**config.mk**
```make
export PLATFORM = sky130hd
export DESIGN_NAME = ptw_walker
export DESIGN_NICKNAME = d
export VERILOG_FILES = /design/src/rtl/ptw_pkg.sv /design/src/rtl/ptw_addr_gen.sv /design/src/rtl/ptw_flag_upd.sv /design/src/rtl/ptw_walker.sv
export SDC_FILE = /design/constraint.sdc
export NUM_CORES = 1
export LEC_CHECK = 0
export BUFFER_PORTS_ARGS = -buffer_cell sky130_fd_sc_hd__buf_2
export CORE_ASPECT_RATIO = 0.8
export CORE_UTILIZATION = 45
export DETAILED_ROUTE_END_ITERATION = 8
export PLACE_DENSITY = 0.73
export SLEW_MARGIN = 20
export SYNTH_ARGS = -nofsm -noshare
export SYNTH_HDL_FRONTEND = slang
export SYNTH_HIERARCHICAL = 1
export SYNTH_SLANG_ARGS = --single-unit
```
**constraint.sdc**
```tcl
create_clock -name clk -period 1.8 [get_ports clk]
set_input_delay 0.18 -clock clk [delete_from_list [all_inputs] [get_ports clk]]
set_output_delay 0.18 -clock clk [all_outputs]
set_load 0.05 [all_outputs]
```
**src/rtl/ptw_pkg.sv**
```systemverilog
package ptw_pkg;
  typedef enum logic [2:0] {
    S_IDLE      = 3'd0,
    S_FETCH_DIR = 3'd1,
    S_FETCH_PTE = 3'd2,
    S_WRITEBACK = 3'd3,
    S_DONE      = 3'd4
  } walk_state_e;

  localparam int ENT_W     = 32;
  localparam int BIT_FAULT = 0;
  localparam int BIT_REF   = 1;
  localparam int BIT_DIRTY = 2;
endpackage

```
**src/rtl/ptw_addr_gen.sv**
```systemverilog
module ptw_addr_gen #(
  parameter int AW      = 32,
  parameter int DIR_LSB = 22,
  parameter int TBL_LSB = 12
) (
  input  logic [AW-1:0]             root,
  input  logic [AW-1:0]             va,
  input  logic [ptw_pkg::ENT_W-1:0] dir_word,
  output logic [AW-1:0]             dir_addr,
  output logic [AW-1:0]             pte_addr
);
  localparam int DIR_IDX_W = AW - DIR_LSB;
  localparam int TBL_IDX_W = DIR_LSB - TBL_LSB;

  logic [AW-1:0] dir_off, tbl_off, tbl_base;

  always_comb begin
    dir_off  = '0;
    tbl_off  = '0;
    tbl_base = '0;
    dir_off[DIR_IDX_W+1:2]  = va[AW-1:DIR_LSB];
    tbl_off[TBL_IDX_W+1:2]  = va[DIR_LSB-1:TBL_LSB];
    tbl_base[AW-1:TBL_LSB]  = dir_word[AW-1:TBL_LSB];
    dir_addr = root | dir_off;
    pte_addr = tbl_base | tbl_off;
  end
endmodule

```
**src/rtl/ptw_flag_upd.sv**
```systemverilog
module ptw_flag_upd (
  input  logic [ptw_pkg::ENT_W-1:0] entry_in,
  input  logic                      is_write,
  output logic [ptw_pkg::ENT_W-1:0] entry_out,
  output logic                      need_wb
);
  import ptw_pkg::*;

  always_comb begin
    entry_out = entry_in;
    need_wb   = 1'b0;
    if (is_write && !entry_in[BIT_DIRTY]) begin
      entry_out[BIT_DIRTY] = 1'b1;
      entry_out[BIT_REF]   = 1'b1;
      need_wb              = 1'b1;
    end else if (!entry_in[BIT_REF]) begin
      entry_out[BIT_REF] = 1'b1;
      need_wb            = 1'b1;
    end
  end
endmodule

```
**src/rtl/ptw_walker.sv**
```systemverilog
module ptw_walker #(
  parameter int AW      = 32,
  parameter int DIR_LSB = 22,
  parameter int TBL_LSB = 12
) (
  input  logic                      clk,
  input  logic                      rst_n,
  input  logic [AW-1:0]             sup_root,
  input  logic [AW-1:0]             usr_root,
  input  logic                      req_valid,
  output logic                      req_ready,
  input  logic [AW-1:0]             req_va,
  input  logic                      req_user,
  input  logic                      req_write,
  output logic                      rsp_valid,
  input  logic                      rsp_ready,
  output logic                      rsp_fault,
  output logic                      rsp_dir_level,
  output logic [ptw_pkg::ENT_W-1:0] rsp_entry,
  output logic [AW-1:0]             rsp_addr,
  output logic                      mem_req_valid,
  input  logic                      mem_req_ready,
  output logic                      mem_we,
  output logic [AW-1:0]             mem_addr,
  output logic [ptw_pkg::ENT_W-1:0] mem_wdata,
  input  logic                      mem_rsp_valid,
  input  logic [ptw_pkg::ENT_W-1:0] mem_rdata
);
  import ptw_pkg::*;

  walk_state_e       state_q, state_d;
  logic [AW-1:0]     va_q, root_q, addr_q, addr_d;
  logic              write_q, pend_q, pend_d;
  logic              fault_q, fault_d, dirl_q, dirl_d;
  logic [ENT_W-1:0]  entry_q, entry_d;
  logic              ld_req, ld_res;
  logic [AW-1:0]     dir_addr, pte_addr;
  logic [ENT_W-1:0]  upd_entry;
  logic              need_wb;
  logic              mem_fire, mem_got;

  ptw_addr_gen #(.AW(AW), .DIR_LSB(DIR_LSB), .TBL_LSB(TBL_LSB)) u_addr (
    .root     (root_q),
    .va       (va_q),
    .dir_word (entry_q),
    .dir_addr (dir_addr),
    .pte_addr (pte_addr)
  );

  ptw_flag_upd u_flags (
    .entry_in  (mem_rdata),
    .is_write  (write_q),
    .entry_out (upd_entry),
    .need_wb   (need_wb)
  );

  // memory channel
  always_comb begin
    mem_req_valid = 1'b0;
    mem_we        = 1'b0;
    mem_addr      = addr_q;
    mem_wdata     = entry_q;
    unique case (state_q)
      S_FETCH_DIR: begin mem_req_valid = !pend_q; mem_addr = dir_addr; end
      S_FETCH_PTE: begin mem_req_valid = !pend_q; mem_addr = pte_addr; end
      S_WRITEBACK: begin mem_req_valid = !pend_q; mem_we = 1'b1; end
      default: ;
    endcase
  end

  assign mem_fire = mem_req_valid && mem_req_ready;
  assign mem_got  = pend_q && mem_rsp_valid;

  // next state
  always_comb begin
    state_d = state_q;
    pend_d  = pend_q;
    addr_d  = addr_q;
    entry_d = entry_q;
    fault_d = fault_q;
    dirl_d  = dirl_q;
    ld_req  = 1'b0;
    ld_res  = 1'b0;
    if (mem_fire)     pend_d = 1'b1;
    else if (mem_got) pend_d = 1'b0;
    unique case (state_q)
      S_IDLE: begin
        if (req_valid) begin
          ld_req  = 1'b1;
          ld_res  = 1'b1;
          fault_d = 1'b0;
          dirl_d  = 1'b0;
          state_d = S_FETCH_DIR;
        end
      end
      S_FETCH_DIR: begin
        if (mem_got) begin
          ld_res  = 1'b1;
          entry_d = mem_rdata;
          addr_d  = dir_addr;
          if (mem_rdata[BIT_FAULT]) begin
            fault_d = 1'b1;
            dirl_d  = 1'b1;
            state_d = S_DONE;
          end else begin
            state_d = S_FETCH_PTE;
          end
        end
      end
      S_FETCH_PTE: begin
        if (mem_got) begin
          ld_res = 1'b1;
          addr_d = pte_addr;
          if (mem_rdata[BIT_FAULT]) begin
            entry_d = mem_rdata;
            fault_d = 1'b1;
            state_d = S_DONE;
          end else if (need_wb) begin
            entry_d = upd_entry;
            state_d = S_WRITEBACK;
          end else begin
            entry_d = mem_rdata;
            state_d = S_DONE;
          end
        end
      end
      S_WRITEBACK: if (mem_got) state_d = S_DONE;
      S_DONE:      if (rsp_ready) state_d = S_IDLE;
      default:     state_d = S_IDLE;
    endcase
  end

  // registers
  always_ff @(posedge clk or negedge rst_n) begin
    if (!rst_n) begin
      state_q <= S_IDLE;
      pend_q  <= 1'b0;
    end else begin
      state_q <= state_d;
      pend_q  <= pend_d;
    end
  end

  always_ff @(posedge clk or negedge rst_n) begin
    if (!rst_n) begin
      va_q    <= '0;
      root_q  <= '0;
      write_q <= 1'b0;
    end else if (ld_req) begin
      va_q    <= req_va;
      root_q  <= req_user ? usr_root : sup_root;
      write_q <= req_write;
    end
  end

  always_ff @(posedge clk or negedge rst_n) begin
    if (!rst_n) begin
      addr_q  <= '0;
      entry_q <= '0;
      fault_q <= 1'b0;
      dirl_q  <= 1'b0;
    end else if (ld_res) begin
      addr_q  <= addr_d;
      entry_q <= entry_d;
      fault_q <= fault_d;
      dirl_q  <= dirl_d;
    end
  end

  assign req_ready     = (state_q == S_IDLE);
  assign rsp_valid     = (state_q == S_DONE);
  assign rsp_fault     = fault_q;
  assign rsp_dir_level = dirl_q;
  assign rsp_entry     = entry_q;
  assign rsp_addr      = addr_q;

  // checks
  p_mreq_hold_r11: assert property (@(posedge clk) disable iff (!rst_n)
    mem_req_valid && !mem_req_ready |=> mem_req_valid && $stable(mem_addr)
      && $stable(mem_we) && $stable(mem_wdata));

  p_rsp_hold_r10: assert property (@(posedge clk) disable iff (!rst_n)
    rsp_valid && !rsp_ready |=> rsp_valid && $stable(rsp_entry)
      && $stable(rsp_addr) && $stable(rsp_fault) && $stable(rsp_dir_level));

  p_rsp_release_r10: assert property (@(posedge clk) disable iff (!rst_n)
    rsp_valid && rsp_ready |=> req_ready);

  p_idle_only_r9: assert property (@(posedge clk) disable iff (!rst_n)
    req_ready |-> !rsp_valid && !mem_req_valid && !pend_q);

  p_wb_ref_r8: assert property (@(posedge clk) disable iff (!rst_n)
    mem_req_valid && mem_we |-> mem_wdata[BIT_REF] && !mem_wdata[BIT_FAULT]);

  p_wb_dirty_r7: assert property (@(posedge clk) disable iff (!rst_n)
    mem_req_valid && mem_we && write_q |-> mem_wdata[BIT_DIRTY]);

  p_dir_fault_r4: assert property (@(posedge clk) disable iff (!rst_n)
    rsp_valid && rsp_dir_level |-> rsp_fault && rsp_entry[BIT_FAULT]);
endmodule

```
## Yosys cells after proc, flatten, opt, wreduce, memory -nomap -nowiden

Index checks and enable logic that the tools add are counted.

| cells by class | value |
|---|---|
| $add $sub $neg | 0 |
| multiply operators | 0 |
| divide/modulo/power cells | 0 |
| magnitude comparators | 0 |
| eq/ne operators | 12 |
| shift-type cells | 0 |
| muxes and demuxes | 35 |
| bitwise operators | 2 |
| reductions and logical operators | 16 |

Operators by type and width:

| operator | count |
|---|---|
| one-hot mux 32 bit (2 select lines) | 3 |
| two-way mux 32 bit | 5 |
| bitwise OR 32 x 12 -> 32 bit | 2 |
| two-way mux 3 bit | 10 |
| one-hot mux 3 bit (5 select lines) | 1 |
| AND reduction 5 bit | 3 |
| two-way mux 1 bit | 13 |
| != test 2 bit, second input constant | 5 |
| nonzero test 2 bit | 4 |
| equality test 3 x 2 -> 1 bit, second input constant | 2 |
| != test 2 x 1 -> 1 bit, second input constant | 3 |
| one-hot mux 1 bit (2 select lines) | 3 |
| AND reduction 4 bit | 1 |
| equality test 3 x 1 -> 1 bit, second input constant | 1 |
| equality test 3 bit, second input constant | 1 |
| logical AND 1 bit | 3 |
| logical NOT 3 bit | 1 |
| OR reduction 3 bit | 1 |
| logical NOT 1 bit | 2 |
| OR reduction 2 bit | 1 |

| word-level totals | value |
|---|---|
| register bits after elaboration | 135 |
| bits in latches | 0 |
| bits in writable memories | 0 |
| ROM bits | 0 |
| bits of input ports | 136 |
| output and inout port bits | 134 |
| logic and storage cells | 74 |
| memories kept | 0 |

## Logic depth before layout (Yosys ltp)

Gate-level depths: netlist of the first run.

| logic depth | value |
|---|---|
| depth after elaboration | 7 |
| gate-level depth with buffers | 6 |

## Hierarchy

The synthesis of the first run kept the hierarchy.

Modules (own cells, without submodules):

| module | instances | cells an instance | area each (µm²) | seq. area each (µm²) |
|---|---|---|---|---|
| ptw_walker | 1 | 688 | 7096.8 | 3378.2 |
| ptw_addr_gen | 1 | 65 | 471.7 | 0.0 |
| ptw_flag_upd | 1 | 35 | 251.5 | 0.0 |

## Least setup slack after synthesis of the first run

No wires, ideal clock.

| path | value |
|---|---|
| path kind | register to register |
| start point | reg state_q[1] |
| end point | reg fault_q (netlist: rsp_fault) |
| library setup time | 0.121 ns |
| arrival | 2.217 ns |
| required time | 1.679 ns |
| slack | -0.538 ns |
| stages on the path, launching flop included | 6 |
| path buffers | 2 |
| period minus slack after synthesis | 2.338 ns |
| cell sequence | dfrtp_1 > buf_2 > buf_1 > nor3_1 > nand2_1 > a22o_1 |

| between the ends | value |
|---|---|
| elaborated cells between the ends (all ways) | 11 |
| those cells by class | eq/ne: 5; mux: 2; reduce/logical: 4 |

RTL lines:

| element | RTL line | source |
|---|---|---|
| start: declaration | ptw_walker.sv:31 | `walk_state_e state_q, state_d;` |
| start signal: assignment | ptw_walker.sv:139 | `state_q <= state_d;` |
| logical NOT 3 bit (*) | -- |  |
| via req_ready | ptw_walker.sv:11 | `output logic req_ready,` |
| one-hot mux 1 bit (2 select lines) (tied with other cells) | ptw_walker.sv:86 | `unique case (state_q)` |
| AND reduction 5 bit (no line) | -- |  |
| end signal: assignment | ptw_walker.sv:165 | `fault_q <= fault_d;` |
| end: declaration | ptw_walker.sv:34 | `logic fault_q, fault_d, dirl_q, dirl_d;` |

The timed path passes the listed nets; every way through them passes the cells marked *.
A chain may end at the register's enable or synchronous reset.

## Worst setup path after layout of the first run

| path | value |
|---|---|
| start point | reg state_q[1] |
| end point | out mem_addr[9] |

| between the ends | value |
|---|---|
| longest elaborated chain between the ends | 2 |
| elaborated cells between the ends (all ways) | 3 |
| those cells by class | eq/ne: 2; mux: 1 |

Ends and longest elaborated chain:

| element | RTL line | source |
|---|---|---|
| equality test 3 x 2 -> 1 bit or equality test 3 x 1 -> 1 bit (tied branches) | ptw_walker.sv:63 | `unique case (state_q)` |
| one-hot mux 32 bit (2 select lines) (*) | ptw_walker.sv:63 |  |
| end: declaration | ptw_walker.sv:24 | `output logic [AW-1:0] mem_addr,` |

Mark *: on every way between the ends. The rest lies on a longest branch, timed or not.

==> reports/metrics.csv, run 1 <==
stage;metric;value;unit
timing;fmax;0.474;GHz
timing;tightest_slew;0.509;ns
drt;routed_via_density;5.60;
die;die_w;145;um
grt;grt_pass1_wl;32900;um
finish;fin_nets;1068;
worst_hold_path;hold_path_class;in2reg;
setup_path;r2r_slack;0.01;ns
setup_path;crit_family;compound AO/OA/AOI/OAI gates;
clocking;cts.path.max_buffers;2;
setup_path;slowest_delay;0.44;ns
setup_path;endpoint;mem_addr[9];
timing;layout_setup_ws;-0.308;ns
placed_design;dpl.hpwl;13400;um
drt;routed_wl;22000;um
drt;detail-route-antenna-nets;0;
timing;slew_viol_final;0;
drt;avgRoutedWirePerCell;19.0;um
setup_path;path_class;reg2out;
drt;via_count;6497;
clocking;clk_pin_slew;0.06;ns
finish;syn_to_final_growth;33.8;%
die;std_cell_rows;41;
setup_path;worstPathMaxFanout;14;
setup_path;crit_chain;nor3b_4 -> buf_12 -> buf_12 -> a22o_1 -> a21o_4 -> buf_8;
setup_path;slowest_stage;dfrtp_2;
worst_hold_path;worstHoldStart;req_va[21];
timing;setup_viol;32;
clocking;clk_latency;0.41;ns
timing;fin_worst_skew;0.00606;ns
setup_path;crit_path_start_kind;register;
setup_path;crit_start;state_q[1];
placed_design;place_ws;-0.0121;ns
setup_path;r2r_start;state_q[1];
timing;rsz0062_at_grt;true;
setup_path;crit_arrival;1.93;ns
die;io_pins;270;
synthesis;ys_warn_count;6;
placed_design;port_buffers;257;
drt;route.detailed.drc;0;
clocking;cts_buffers;17;
finish;final_layout_size_suffix_gt1_share;43.3;%
placed_design;gp_congestion;0.804;
status;violations;negative setup slack;
grt;grt_pass1_vias;6061;
grt;grt_overflow;0;
run;drv_cap;0;
die;core;0.0159;mm^2
synthesis;synth_area;0.00738;mm^2
clocking;clockRootBuffer;clkbuf_16;
status;status;complete, but fails checks;
timing;finalCritPeriodShare;117;%
drt;drt_iter0_markers;388;
synthesis;syn-mean-instance-area;9.67;um^2
finish;multi_input_comb_area;0.00333;mm^2
setup_path;path_buf_inv;3;
drt;firstDrtPassIters;5;
clocking;cts_sinks;123;
grt;grt_max_degree;49;
setup_path;required;1.62;ns
grt;grt_usage;25.1;%
finish;seqCellArea;0.00308;mm^2
setup_path;reg2reg_depth;5;
grt;antenna_found_initial;0;
setup_path;crit_top_cell;buf_12;
timing;final_hold_viol_count;0;
finish;num_antenna_cells;0;
setup_path;crit_path_end_kind;output port;
timing;timing.final.crit_period;2.11;ns
timing;slew_headroom;66.1;%
setup_path;rr_endpoint;va_q[22];
clocking;htree_levels;4;
die;die_area;0.0169;mm^2
synthesis;syn-instance-count;764;
die;initial_core_util;46.4;%
clocking;cts_tree;yes;
finish;num-fill-cells;1273;
die;die_y;117;um
setup_path;cp.depth;6;
-- cell type report --
type                       count  share of cell area [%]
clock buffer                  19                    4.58
timing repair buffer         333                    26.2
inverter                       4                   0.152
sequential                   123                    31.2
clock inverter                13                    1.43
tap                          215                    2.72
multi-input combinational    453                    33.7
-- sequential cells by signal, summed over array words and instances (netlist names) --
register	flops
state_q	3
write_q	1
rsp_fault	1
va_q	20
mem_wdata	32
rsp_addr	32
root_q	32
pend_q	1
rsp_dir_level	1
-- cells in the final DEF (no fill, tap or decap), types with 14 or more instances in the layout --
cell type        n
a21oi_1        132
buf_4           22
clkbuf_16       21
buf_2          220
dfrtp_1        120
mux2i_1         64
a22o_1          34
a21o_4          14
dlygate4sd3_1   21
mux2_2          17
buf_6           28
o21ai_0         32
buf_8           15
a31oi_1         32
buf_12          20
nand4b_1        31
a21o_2          16
nor2_1          33
-- timing repair --
action                                  CTS  global route
endpoints found under the setup margin   36            92
cloned                                    3             4
endpoints found under the hold margin    66             0
setup buffers                             5             4
hold buffers                             21             0
gates resized for setup                 104            24
pin swaps                                 5            11
-- how the worst min path moves through the flow --
stage / to / slack [ns] / depth (start not counted)
3_5_place_dp: mem_wdata[25] / 0.16 / 1
6_report: va_q[21] / 0.02 / 2
2_1_floorplan: mem_wdata[0] / -0.12 / 0
3_3_place_gp: pend_q / 0.16 / 1
5_1_grt: va_q[21] / 0.006 / 2
4_1_cts: va_q[21] / 0.002 / 2
-- metal layers --
layer | wire length, um | GRT usage [%] | vias up
met2 | 10800 | 42.8 | 344
met5 | 0 | 0 | -
met3 | 1560 | 4.84 | 43
li1 | - | - | 2987
met1 | 9180 | 32.1 | 3123
met4 | 533 | 9.61 | 0
-- stage by stage --
step           utilization, %  std cells  setup TNS (ns)  hold WS, ns  cell area (um^2)
6_report                 62.1       1160           -9.10       0.0151              9880
5_1_grt                  62.1       1160          -11.71      0.00608              9880
3_3_place_gp             52.7       1092               0        0.165              8380
4_1_cts                  61.0       1153          -10.11      0.00218              9700
2_1_floorplan               -        765               0       -0.116              7450
3_5_place_dp             52.7       1092         -0.0308        0.160              8380
Power of run 1 is not shown: default switching activity piles up to over one toggle a cycle in this logic, so the estimate is an artifact.
==> run 2, diff against run 1 <==
Settings changed: CORE_UTILIZATION 45 to 40, PLACE_DENSITY 0.73 to default, PLACE_DENSITY_LB_ADDON from default to 0.05.
==> run 2 against run 1 <==
Die area grew 12%. The flow still finishes with violations (negative setup slack). Critical endpoint is now mem_addr[11]. Routed wire length grew 12%. Critical path depth up 2. Hold slack worse by 0.0042 ns. Setup slack lost 0.051 ns. Clock-buffer cell count decreased by 2. Highest routed layer is now met5.
==> reports/metrics.csv, run 2 (synthesis results as in run 1) <==
stage;metric;value;unit;change
finish;syn_to_final_growth;41.3;%;was 33.8%
grt;grt_pass1_vias;6100;;was 6061
clocking;clockRootBuffer;clkbuf_16;;unchanged
die;core;0.0181;mm^2;was 0.0159 mm^2
timing;slew_headroom;64.4;%;was 66.1%
timing;slew_viol_final;0;;unchanged
setup_path;path_class;reg2out;;unchanged
placed_design;dp.cells;1105;;was 1092
setup_path;crit_path_start_kind;register;;unchanged
setup_path;crit_chain;buf_6 -> nor3b_4 -> buf_6 -> buf_6 -> nor2_4 -> buf_6 -> a21o_2 -> buf_6;;was nor3b_4 -> buf_12 -> buf_12 -> a22o_1 -> a21o_4 -> buf_8
drt;routed_wl;24700;um;was 22000 um
setup_path;worstPathMaxFanout;6;;was 14
placed_design;place_area;0.00832;mm^2;was 0.00838 mm^2
finish;num-fill-cells;1565;;was 1273
grt;grt_pass1_wl;34500;um;was 32900 um
clocking;clk_pin_slew;0.06;ns;about the same
die;initial_core_util;40.8;%;was 46.4%
drt;via_count;6656;;was 6497
setup_path;crit_family;buffers and inverters;;was compound AO/OA/AOI/OAI gates
clocking;cts_buffers;17;;unchanged
clocking;cts_tree;yes;;unchanged
grt;grt_overflow;0;;unchanged
drt;top_layer_used;met5;;was met4
timing;tightest_slew;0.534;ns;was 0.509 ns
placed_design;gp_congestion;0.811;;was 0.804
drt;drt_iter0_markers;391;;was 388
timing;timing.final.crit_period;2.16;ns;was 2.11 ns
timing;finalCritPeriodShare;120;%;was 117%
worst_hold_path;hold_path_class;in2reg;;unchanged
die;std_cell_rows;44;;was 41
grt;antenna_found_initial;2;;was 0
timing;rsz0062_at_grt;true;;unchanged
grt;grt_usage;23.8;%;was 25.1%
placed_design;port_buffers;257;;unchanged
drt;routed_via_density;5.51;;was 5.60
status;violations;negative setup slack;;unchanged
finish;final_common_cell;buf_2;;unchanged
setup_path;slowest_delay;0.44;ns;about the same
setup_path;path_buf_inv;5;;was 3
drt;firstDrtPassIters;5;;unchanged
drt;met3_length;1390;um;was 1560 um
setup_path;required;1.62;ns;about the same
timing;final_hold_viol_count;0;;unchanged
finish;final_cell_mix;buf_2 (220), a21oi_1 (120), dfrtp_1 (120), mux2i_1 (64), buf_6 (43);;was buf_2 (220), a21oi_1 (132), dfrtp_1 (120), mux2i_1 (64), a22o_1 (34)
drt;route.detailed.drc;0;;unchanged
clocking;clk_latency;0.41;ns;about the same
timing;fin_worst_skew;0.00889;ns;was 0.00606 ns
clocking;cts_sinks;123;;unchanged
finish;stdcell_area;0.0104;mm^2;was 0.00988 mm^2
status;status;complete, but fails checks;;unchanged
clocking;htree_levels;4;;unchanged
die;die_y;124;um;was 117 um
finish;fin_nets;1101;;was 1068
grt;grt_max_degree;65;;was 49
setup_path;slowest_stage;dfrtp_2;;unchanged
drt;avgRoutedWirePerCell;20.4;um;was 19.0 um
drt;detail-route-antenna-nets;0;;unchanged
drt;wl_met1;11200;um;was 9180 um
clocking;cts.path.max_buffers;2;;unchanged
timing;setup_viol;74;;was 32
die;die_area;0.0190;mm^2;was 0.0169 mm^2
setup_path;crit_arrival;1.98;ns;was 1.93 ns
finish;final_layout_size_suffix_gt1_share;47.1;%;was 43.3%
setup_path;crit_path_end_kind;output port;;unchanged
die;io_pins;270;;unchanged
drt;route.met2.wl;11700;um;was 10800 um
die;die_w;154;um;was 145 um
timing;fmax;0.463;GHz;was 0.474 GHz
finish;final_cells;1208;;was 1160
setup_path;crit_top_cell;buf_6;;was buf_12
run;drv_cap;0;;unchanged
timing;layout_setup_ws;-0.358;ns;was -0.308 ns
placed_design;dpl.hpwl;14500;um;was 13400 um
[run 2: changes by cell type in the layout (fill, tap and decap cells not counted), moves of 6 or more]
| cell | change |
|---|---|
| buf_4 | +6 |
| buf_6 | +15 |
| clkbuf_16 | +6 |
| a21oi_2 | +12 |
| a21oi_1 | -12 |
| buf_8 | +12 |
[run 2: area by class of cell]
| cell class | instances | area (um^2) | share of cell area [%] |
|---|---|---|---|
| timing repair buffer | 365 | 3000 | 28.7 |
| inverter | 4 | 15.0 | 0.144 |
| multi-input combinational | 454 | 3430 | 32.8 |
| tap | 230 | 288 | 2.76 |
| clock inverter | 14 | 196 | 1.88 |
| clock buffer | 17 | 425 | 4.08 |
| sequential | 123 | 3080 | 29.5 |
| antenna | 1 | 2.50 | 0.0240 |
[run 2: repair_timing]
action                                  4_1_cts  5_1_grt
hold buffers                                 18        1
endpoints found under the hold margin        65        1
pin swaps                                    20       16
buffers inserted                             15       21
gates cloned                                  3       14
resized for setup                           127       65
endpoints found under the setup margin      140      158
[run 2: path summary, 6_finish.rpt]
check                           start            to  slack [ns]  depth (start not counted)
max                        state_q[2]  mem_addr[11]       -0.36                          8
min                        req_va[12]      va_q[12]        0.01                          2
max reg2reg                state_q[2]      va_q[27]       -0.14                          6
min reg2reg                  va_q[29]      va_q[29]        0.48                          1
max in group asynchronous       rst_n      va_q[21]        0.88                          3
min in group asynchronous       rst_n      va_q[14]        0.28                          2
[run 2: routing by layer]
layer	track usage (%)	vias to the layer above
li1	-	3059
met1	32.4	3321
met2	38.5	249
met3	4.80	25
met4	6.94	2
met5	0	-
[run 2: metrics by stage]
step	TNS, ns	utilization [%]	hold WS (ns)	worst slack (ns)
final	-13.33	57.6	0.0108	-0.358
after global routing	-16.88	57.6	0.00373	-0.402
after CTS	-16.26	54.0	0.00132	-0.360
after detailed placement	-14.11	45.9	0.172	-0.359
after global placement	-10.27	45.9	0.166	-0.266
after floorplan	0	-	-0.116	0.0718
Power of run 2 is left out for the same reason.
